<file path="src/rtl/dps_pkg.sv">
package dps_pkg;

    localparam int PHASE_W = 8;
    localparam int NCH     = 2;
    localparam int REF_CH  = 1;

    typedef logic signed [PHASE_W-1:0] phase_t;

    typedef struct packed {
        logic conv;
        logic drdy;
    } strobe_t;

    // Magnitude of a signed phase code. One extra bit holds 128.
    function automatic logic [PHASE_W:0] phase_mag(input phase_t p);
        logic signed [PHASE_W:0] wide;
        wide = {p[PHASE_W-1], p};
        return p[PHASE_W-1] ? (PHASE_W+1)'(-wide) : (PHASE_W+1)'(wide);
    endfunction

endpackage

</file>
<file path="src/rtl/dps_phase_reg.sv">
module dps_phase_reg
    import dps_pkg::*;
#(
    parameter int CNT_W = 8
) (
    input  logic             clk,
    input  logic             rst,
    input  logic             wr,
    input  phase_t           wdata,
    input  logic             load,
    input  logic [CNT_W-1:0] period,
    output logic [CNT_W-1:0] tgt0
);
    localparam int MW = (CNT_W > PHASE_W + 1) ? CNT_W : PHASE_W + 1;

    phase_t         pend_q;
    phase_t         act_q;
    logic [MW-1:0]  mag;
    logic [MW-1:0]  pmax;
    logic [MW-1:0]  clip;
    logic [MW-1:0]  tgt_w;

    always_ff @(posedge clk) begin
        if (rst) begin
            pend_q <= '0;
            act_q  <= '0;
        end else begin
            if (wr)   pend_q <= wdata;
            if (load) act_q  <= pend_q;
        end
    end

    always_comb begin
        mag  = MW'(phase_mag(act_q));
        pmax = MW'(period) - MW'(1);
        clip = (mag > pmax) ? pmax : mag;
        if (act_q[PHASE_W-1])
            tgt_w = pmax - clip;
        else if (clip == '0)
            tgt_w = pmax;
        else
            tgt_w = clip - MW'(1);
        tgt0 = tgt_w[CNT_W-1:0];
    end

endmodule

</file>
<file path="src/rtl/dps_timebase.sv">
module dps_timebase
    import dps_pkg::*;
#(
    parameter int CNT_W = 8
) (
    input  logic             clk,
    input  logic             rst,
    input  logic             tick,
    input  logic [CNT_W-1:0] period,
    input  logic [CNT_W-1:0] tgt0,
    output logic [NCH-1:0]   ev
);
    logic [CNT_W-1:0] cnt_q;
    logic             wrap;

    assign wrap = (cnt_q >= period - CNT_W'(1));

    always_ff @(posedge clk) begin
        if (rst)
            cnt_q <= '0;
        else if (tick)
            cnt_q <= wrap ? '0 : cnt_q + CNT_W'(1);
    end

    always_comb begin
        ev         = '0;
        ev[REF_CH] = tick && wrap;
        ev[0]      = tick && (cnt_q == tgt0);
    end

endmodule

</file>
<file path="src/rtl/dps_chan_latch.sv">
module dps_chan_latch
    import dps_pkg::*;
#(
    parameter int DW = 24
) (
    input  logic          clk,
    input  logic          rst,
    input  logic          ev,
    input  logic [DW-1:0] filt,
    output strobe_t       stb,
    output logic [DW-1:0] code
);
    logic [DW-1:0] hold_q;

    always_ff @(posedge clk) begin
        if (rst) begin
            stb    <= '0;
            hold_q <= '0;
            code   <= '0;
        end else begin
            stb.conv <= ev;
            stb.drdy <= stb.conv;
            if (ev)       hold_q <= filt;
            if (stb.conv) code   <= hold_q;
        end
    end

endmodule

</file>
<file path="src/rtl/dual_phase_sched.sv">
module dual_phase_sched
    import dps_pkg::*;
#(
    parameter int CNT_W = 8,
    parameter int DW    = 24
) (
    input  logic             clk,
    input  logic             hard_rst_n,
    input  logic             tick,
    input  logic [CNT_W-1:0] period,
    input  logic             phase_wr,
    input  logic [7:0]       phase_wdata,
    input  logic [DW-1:0]    ch0_filt,
    input  logic [DW-1:0]    ch1_filt,
    output logic             ch0_conv,
    output logic             ch1_conv,
    output logic [DW-1:0]    ch0_code,
    output logic [DW-1:0]    ch1_code,
    output logic             ch0_drdy,
    output logic             ch1_drdy
);
    logic             rst;
    logic [CNT_W-1:0] tgt0;
    logic [NCH-1:0]   ev;
    logic [DW-1:0]    filt [NCH];
    logic [DW-1:0]    code [NCH];
    strobe_t          stb  [NCH];

    assign rst     = !hard_rst_n;
    assign filt[0] = ch0_filt;
    assign filt[1] = ch1_filt;

    dps_phase_reg #(.CNT_W(CNT_W)) u_phase (
        .clk    (clk),
        .rst    (rst),
        .wr     (phase_wr),
        .wdata  (phase_t'(phase_wdata)),
        .load   (ev[REF_CH]),
        .period (period),
        .tgt0   (tgt0)
    );

    dps_timebase #(.CNT_W(CNT_W)) u_tb (
        .clk    (clk),
        .rst    (rst),
        .tick   (tick),
        .period (period),
        .tgt0   (tgt0),
        .ev     (ev)
    );

    for (genvar c = 0; c < NCH; c++) begin : g_ch
        dps_chan_latch #(.DW(DW)) u_lat (
            .clk  (clk),
            .rst  (rst),
            .ev   (ev[c]),
            .filt (filt[c]),
            .stb  (stb[c]),
            .code (code[c])
        );
    end

    assign ch0_conv = stb[0].conv;
    assign ch1_conv = stb[1].conv;
    assign ch0_drdy = stb[0].drdy;
    assign ch1_drdy = stb[1].drdy;
    assign ch0_code = code[0];
    assign ch1_code = code[1];

endmodule

</file>
<file path="config.mk">
export PLATFORM = sky130hd
export DESIGN_NAME = dual_phase_sched
export DESIGN_NICKNAME = d
export VERILOG_FILES = /design/src/rtl/dps_pkg.sv /design/src/rtl/dps_phase_reg.sv /design/src/rtl/dps_timebase.sv /design/src/rtl/dps_chan_latch.sv /design/src/rtl/dual_phase_sched.sv
export SDC_FILE = /design/constraint.sdc
export NUM_CORES = 1
export LEC_CHECK = 0
export BUFFER_PORTS_ARGS = -buffer_cell sky130_fd_sc_hd__buf_4
export CAP_MARGIN = 15
export CORE_MARGIN = 2
export CORE_UTILIZATION = 43
export DETAILED_ROUTE_END_ITERATION = 8
export PLACE_DENSITY = 0.72
export SYNTH_ARGS = -nofsm -noshare
export SYNTH_HDL_FRONTEND = slang
export SYNTH_SLANG_ARGS = --single-unit
</file>
<file path="constraint.sdc">
create_clock -name clk -period 5.8 [get_ports clk]
set_clock_uncertainty 0.15 [all_clocks]
set_input_delay 0.29 -clock clk [delete_from_list [all_inputs] [get_ports clk]]
set_output_delay 0.29 -clock clk [all_outputs]
set_load 0.005 [all_outputs]
</file>
==> impl_summary.txt, run 1 <==
----------------------------------------------------
[Run status]
  Run status ... complete, but fails checks
  Violated checks ... hold timing

[CTS]
  Max clock buf depth ... 2
  Clock transition at the registers of the reported paths ... 60 ps
  Sinks on the clock net ... 124
  Clock Latency Late Sink ... between 400 and 500 ps
  Clock root buffer ... clkbuf_16
  Inserted Clock Buffers ... 17
  H-tree depth reported by CTS ... 4
  TritonCTS clock tree ... done

[Routing]
  Number of detailed-route iterations in the first pass ... 5
  Per-cell via count in the routed design ... 5.626
  Wire length per cell ... between 15 and 20 um
  DRC violation total after the first TritonRoute iteration ... 536
  Total via count in the routed design ... ~7000
  Drt drc ... 0
  ANT nets after route ... 0
  Wirelength, routed ... 21810 um

[Setup path]
  Largest fanout on the critical path ... 12
  Worst flop-to-flop path endpoint ... g_ch[0].u_lat.hold_q[19]
  Startpoint type of the worst setup path ... register
  Critical path buffers and inverters ... 6
  Required time at the endpoint of the critical path ... 5950 ps
  Reg2reg start ... u_phase.act_q[0]
  Kind of capture point of the worst setup path ... register
  Reg-to-reg slack, setup ... 160 ps
  Critical path class ... reg -> reg
  R2r worst-path depth ... 27
  Signal arrival time at the worst endpoint ... 5790 ps
  Delay of the slowest cell on the worst path ... about 360 ps
  Category of cells accounting for the largest share of critical-path delay ... compound AO/OA/AOI/OAI gates
  Most Frequent Cell on Critical Path ... inv_1
  Critical path's slowest cell ... dfxtp_4

[Timing]
  Period minus WS final ... between 5000 and 6000 ps
  Fmax ... 0.1773 GHz
  Minimum hold slack ... -1.890 ps
  Tightest Pin Transition ... 934.0 ps
  Fin crit share ... 0.9723
  Setup violation total in the final timing report ... 0
  Unrepaired setup endpoints after global routing ... yes
  Setup TNS ... 0 ps
  Normalized max-slew margin ... 0.3774
  Final-report hold violation count ... 1
  Number of pins exceeding their max-slew limit in the final report ... 0

[Placed design]
  Final Wtd Congestion ... 0.9604
  PortBufs ... 119
  Post-DP HPWL ... 14000 um

[Hold path]
  Hold Path Cell Cnt ... 3
  Class of the tightest hold or removal check ... in -> reg
  Worst hold endpoint ... g_ch[0].u_lat.hold_q[10]
  Hold path start ... ch0_filt[10]

[Yosys]
  Top post-synthesis cells by area ... dfxtp_1 34%, mux2i_1 8.7%, nor2b_1 5.6%, nand2_1 4.8%, a21boi_0 3.4%
  Post-synth top area cell ... dfxtp_1
  Dominant synthesized flop cell ... dfxtp_1
  Synthesized Nets ... roughly 900
  YS warnings ... 0
  Number of distinct library cells after synthesis ... 81
  Share of the yosys chip area belonging to registers ... 0.3421
  Register bit total from synthesis ... 124
  Netlist area before placement ... 7256 um2
  Average size of a mapped cell ... roughly 8.9 um2
  Top cell types by occurrence after synthesis ... 124 x dfxtp_1, 93 x nand2_1, 65 x nor2b_1
  Post-synthesis async set-or-reset flop share ... 0
  Synth top area share ... 0.3421
  Cell count after synthesis ... 815
  Count of flip-flops with a built-in enable after synthesis ... 0
  Leading cell type by number of instances after synthesis ... dfxtp_1

[GRT]
  Via count of the first global-routing pass ... 6714
  Initial antenna violation count ... 0
  Global Route Usage Sum ... 0.2329
  Gr ovfl total ... 0
  First-pass GRT wire length ... 34020 um
  Largest net degree at the start of global routing ... 119

[Layout]
  Area added between synthesis and finish ... 41.35%
  Filler cell count in the final layout ... 1303
  Multi-input gate area ... 4813 um2
  Sequential cell area in the final layout ... 2489 um2
  Final net count ... around 1100
  Diode count ... 0
  Utilization of the core after routing ... 0.6207
  Layout cells sized above 1 ... 0.3126

[Power]
  Leakage power of the design ... 3.865 nW
  Worst-case vdd ir drop ... 0.0002334 V
  Power per cell area ... approximately 230 nW/um2

[Run]
  Count of max-cap constraint violations ... 0

[Die]
  X dimension of the die ... 133.9 um
  Number of top-level pins ... 120
  Rows ... 47
  Initial core utilization ... 0.4391
  Placeable Area ... 16520 um2
  Die outline height ... 133.9 um
  DIE AREA ... roughly 18000 um2

----------------------------------------------------
[tightest hold or removal path, delay by kind of cell]
kind            cells  cell delay [ps]
compound gates      1               60
buf+inv             1              110
simple gates        1               60
[where the power goes]
part	total (mW)	leakage (nW)	switching [mW]	internal, mW
combinational	0.400	2.57	0.214	0.186
sequential	0.867	1.00	0.00844	0.859
clock	1.12	0.292	0.418	0.697
[cells by family (layout without fill, tap and decap cells)]
family          after synthesis  in the layout  synth area share
compound gates              207            208            0.2264
flops                       124            124            0.3421
other cells                   1              1         0.0005168
simple gates                284            284            0.2121
fa+ha+maj                    22             22           0.03828
mux                          64             64           0.08846
buf+inv                      77            288           0.04863
xor+xnor                     36             36           0.04346
[routing by layer]
layer | share of wire | wire (um) | GRT usage | vias up
li1 | - | - | - | 3340
met1 | 0.41 | 8967 | 0.2949 | 3301
met2 | 0.49 | 10600 | 0.3932 | 312
met3 | 0.072 | 1562 | 0.05291 | 63
met4 | 0.031 | 673 | 0.07565 | 0
met5 | 0 | 0 | 0 | -
[metrics by stage]
step | std cells | power [mW] | hold slack [ps] | cell area, um2 | worst slack [ps]
after global routing | 1247 | 2.462 | 5.074 | 10260 | -109.0
final | 1247 | 2.383 | -1.890 | 10260 | 160.5
after global placement | 1158 | 1.213 | 299.1 | 8768 | -23.28
after CTS | 1234 | 2.346 | 0.5946 | 9842 | 4.678
after detailed placement | 1158 | 1.214 | 306.6 | 8768 | -110.9
after floorplan | 815 | 1.100 | 282.7 | 7361 | 24.02
[sequential cells by signal, indices dropped and copies added (netlist names)]
name / count
g_ch.u_lat.code: 48
u_tb.cnt_q: 8
u_phase.pend_q: 8
g_ch.u_lat.stb: 4
g_ch.u_lat.hold_q: 48
u_phase.act_q: 8
[what timing repair did]
action,4_1_cts,5_1_grt
pin swaps,2,19
setup endpoints to repair,20,25
hold endpoints to repair,43,0
cloned,0,3
resized for setup,3,51
buffers inserted,1,10
hold buffers,43,0
[how the worst max path moves through the flow]
stage	to	slack (ps)	depth (start not counted)	start
6_report	g_ch[0].u_lat.hold_q[19]	160	27	u_phase.act_q[0]
5_1_grt	g_ch[0].u_lat.hold_q[5]	-110	27	u_phase.act_q[0]
4_1_cts	g_ch[0].u_lat.hold_q[16]	5	25	u_phase.act_q[0]
3_5_place_dp	g_ch[0].u_lat.hold_q[12]	-110	27	period[3]
3_3_place_gp	g_ch[0].u_lat.hold_q[21]	-20	27	period[3]
2_1_floorplan	g_ch[0].u_lat.hold_q[0]	20	26	u_phase.act_q[0]
[cells in the final DEF, fill, tap and decap left out, types with 18 or more instances in the layout]
cell,n
clkbuf_16,18
dlygate4sd3_1,43
nand2_1,92
buf_4,186
nor2_1,28
nand4_1,28
dfxtp_1,121
a21boi_0,33
a21boi_1,25
nor2b_1,63
mux2i_1,60
a21oi_1,20
[layout make-up]
type / count / share of cell area
clock buffer: 18 / 0.04282
clock inverter: 14 / 0.01793
inverter: 19 / 0.007076
multi-input combinational: 615 / 0.4693
sequential: 124 / 0.2426
tap: 220 / 0.02684
timing repair buffer: 237 / 0.1934
Power figures use the tool's default switching activity.
==> inputs of run 2 (changes only) <==
--- a/config.mk
+++ b/config.mk
@@ -7,6 +7,7 @@
 export LEC_CHECK = 0
 export BUFFER_PORTS_ARGS = -buffer_cell sky130_fd_sc_hd__buf_4
 export CAP_MARGIN = 15
+export CORE_ASPECT_RATIO = 0.9
 export CORE_MARGIN = 2
 export CORE_UTILIZATION = 43
 export DETAILED_ROUTE_END_ITERATION = 8
==> run 2 against run 1 <==
Compared with the run above: the run now ends clean; first-iteration DRC count is 0.19% higher; power is 0.70% lower; final area is 0.37% lower; wire length is 0.97% lower; global-route usage is 0.26 points higher; via count is 0.60% lower; critical path type unchanged.
==> impl_summary.txt, run 2 (synthesis results as in run 1) <==
----------------------------------------------------
[Run]
  Count of max-cap constraint violations ... 0 (unchanged)

[Timing]
  Fmax ... 0.1770 GHz (-0.18%)
  Normalized max-slew margin ... 0.3848 (+0.007414)
  Setup TNS ... 0 ps (unchanged)
  Number of pins exceeding their max-slew limit in the final report ... 0 (unchanged)
  Fin crit share ... 0.9741 (+0.001733)
  Unrepaired setup endpoints after global routing ... yes
  Worst setup margin ... 150.4 ps (-10.05 ps)
  Setup violation total in the final timing report ... 0 (unchanged)
  Final-report hold violation count ... 0 (-1)
  Period minus WS final ... 5650 ps (+10.05 ps)
  Tightest Pin Transition ... 922.9 ps (-11.12 ps)

[Setup path]
  Kind of capture point of the worst setup path ... register
  Required time at the endpoint of the critical path ... 5940 ps (about the same)
  Signal arrival time at the worst endpoint ... 5790 ps (about the same)
  Largest fanout on the critical path ... 12 (unchanged)
  Startpoint type of the worst setup path ... register
  Reg-to-reg slack, setup ... 150 ps (about the same)
  Worst flop-to-flop path endpoint ... g_ch[0].u_lat.hold_q[21]
  Launching element of the worst setup path ... u_phase.act_q[0]
  Crit path to ... g_ch[0].u_lat.hold_q[21]
  Critical path class ... reg -> reg
  R2r worst-path depth ... 27 (unchanged)
  Reg2reg start ... u_phase.act_q[0]

[GRT]
  Global Route Usage Sum ... 0.2356 (+0.002617)
  Initial antenna violation count ... 0 (unchanged)
  Largest net degree at the start of global routing ... 119 (unchanged)
  Gr ovfl total ... 0 (unchanged)
  Via count of the first global-routing pass ... 6771 (+0.85%)
  First-pass GRT wire length ... 34250 um (+0.69%)

[Layout]
  Top flop regs ... g_ch.u_lat.code x48, g_ch.u_lat.hold_q x48
  Final net count ... 1104 (+0.18%)
  Area added between synthesis and finish ... 40.84%
  Layout cells sized above 1 ... 0.2985 (-0.01402)
  Leading cell type in the layout, fill and taps excluded ... buf_4
  Top library cells by usage in the layout, fill and taps aside ... 183 x buf_4, 122 x dfxtp_1, 93 x nand2_1
  Final Cell Area ... 10220 um2 (-0.37%)
  Utilization of the core after routing ... 0.6111 (-0.009582)

[Power]
  Gate power share ... 0.172 (+0.004)
  Internal cell power ... 1.783 mW (+2.3%)
  Share of power burned in registers ... 0.367 (+0.003)
  Switching power summed over all nets ... 583.4 uW (-8.9%)
  Total Power Consumption ... 2.366 mW (-0.70%)
  Worst-case vdd ir drop ... 0.0002048 V (-12%)
  Sw Ratio ... 0.2466 (-0.02222)
  Clock share of power ... 0.461 (-0.007)
  Power per cell area ... 231.5 nW/um2 (-0.33%)
  Leakage power of the design ... 3.857 nW (-0.21%)

[CTS]
  Max clock buf depth ... 2 (unchanged)
  TritonCTS clock tree ... done
  Clock transition at the registers of the reported paths ... 50 ps (about the same)
  Clock Latency Late Sink ... 410 ps (about the same)
  Inserted Clock Buffers ... 17 (unchanged)
  H-tree depth reported by CTS ... 4 (unchanged)
  Clock root buffer ... clkbuf_16
  Sinks on the clock net ... 124 (unchanged)

[Die]
  Die outline height ... 127.2 um (-5.0%)
  Rows ... 45 (-4.3%)
  Initial core utilization ... 0.4339 (-0.005191)
  Number of top-level pins ... 120 (unchanged)
  DIE AREA ... 17930 um2 (about the same)
  X dimension of the die ... 140.9 um (+5.2%)
  Placeable Area ... 16720 um2 (+1.2%)

[Routing]
  Per-cell via count in the routed design ... 5.638 (+0.20%)
  ANT nets after route ... 0 (unchanged)
  Wirelength, routed ... 21600 um (-0.97%)
  Drt drc ... 0 (unchanged)
  Number of detailed-route iterations in the first pass ... 7 (+2)
  DRC violation total after the first TritonRoute iteration ... 537 (+0.19%)
  Total via count in the routed design ... 6974 (-0.60%)
  Wire length per cell ... 17.46 um (-0.17%)

[Hold path]
  Class of the tightest hold or removal check ... in -> reg

[Placed design]
  Final Wtd Congestion ... 0.9803 (+2.1%)
  Post-DP HPWL ... 13760 um (-1.8%)
  PortBufs ... 119 (unchanged)
  Post-DP Area ... 8742 um2 (-0.30%)
  Setup slack after placement ... -10.99 ps (+99.87 ps)

[Run status]
  Run status ... finished clean

----------------------------------------------------
==> run 2: cell count changes in the layout (fill, tap and decap cells not counted), moves of 3 or more <==
cell | before | now
buf_4 | 186 | 183
clkinvlp_4 | 4 | 1
dlygate4sd3_1 | 43 | 47
inv_6 | 5 | 0
==> run 2: power groups by stage <==
| stage | registers [mW] | logic, mW | clock network (mW) |
|---|---|---|---|
| 4_1_cts | 0.868 | 0.357 | 1.10 |
| 6_report | 0.869 | 0.407 | 1.09 |
| 3_3_place_gp | 0.885 | 0.326 | 0 |
| 5_1_grt | 0.869 | 0.437 | 1.15 |
| 3_5_place_dp | 0.886 | 0.328 | 0 |
| 2_1_floorplan | 0.881 | 0.219 | 0 |
==> run 2: metrics by stage <==
stage	std cells	hold slack (ps)
floorplan	815	282.7
global placement	1147	301.1
detailed placement	1147	306.9
CTS	1223	2.651
global route	1236	14.73
finish	1237	12.57
==> run 2: how the worst min path moves through the flow <==
stage | cells past startpoint | slack (ps) | from | end
finish | 3 | 10 | ch0_filt[5] | g_ch[0].u_lat.hold_q[5]
global route | 3 | 10 | ch0_filt[16] | g_ch[0].u_lat.hold_q[16]
CTS | 3 | 3 | ch0_filt[16] | g_ch[0].u_lat.hold_q[16]
detailed placement | 2 | 310 | g_ch[0].u_lat.hold_q[4] | g_ch[0].u_lat.hold_q[4]
global placement | 2 | 300 | g_ch[0].u_lat.hold_q[18] | g_ch[0].u_lat.hold_q[18]
floorplan | 2 | 280 | u_phase.pend_q[0] | u_phase.act_q[0]
==> run 2: metal layers <==
layer | share of wire | global-route usage
met5 | 0 | 0
met2 | 0.46 | 0.3733
met3 | 0.073 | 0.06334
met1 | 0.44 | 0.3072
met4 | 0.029 | 0.09294
==> run 2: layout make-up <==
cell class	count	area (um2)
clock buffers	21	460.4
fillers	1339	6504
clock inverters	7	141.4
well taps	211	264.0
repair buffers	239	2012
inverters	19	72.57
diodes	1	2.502
multi-input cells	615	4781
flip-flops and latches	124	2485
==> run 2: worst max-delay path, stage by stage, from the launching register on <==
cell and delay, ps:
dfxtp_2 330, inv_1 50, ha_1 300, mux2i_2 230
inv_1 110, ha_4 290, nor2b_4 120, o211ai_1 110
buf_4 170, a211oi_4 300, o31ai_1 140, a21oi_1 170
a211o_1 150, buf_4 150, ha_1 140, inv_1 60
a21o_1 220, o31ai_4 300, o21ai_1 110, a211oi_2 290
a211oi_2 70, o32a_1 320, o311a_1 150, o31a_1 300
o21a_4 240, buf_12 160, o31ai_1 280, a21boi_1 100
==> run 2: timing repair <==
action	4_1_cts	5_1_grt
hold endpoints to repair	47	0
setup buffers	1	10
hold buffers	47	0
resized for setup	1	43
setup endpoints to repair	2	25
gates cloned	0	3
pin swaps	1	18
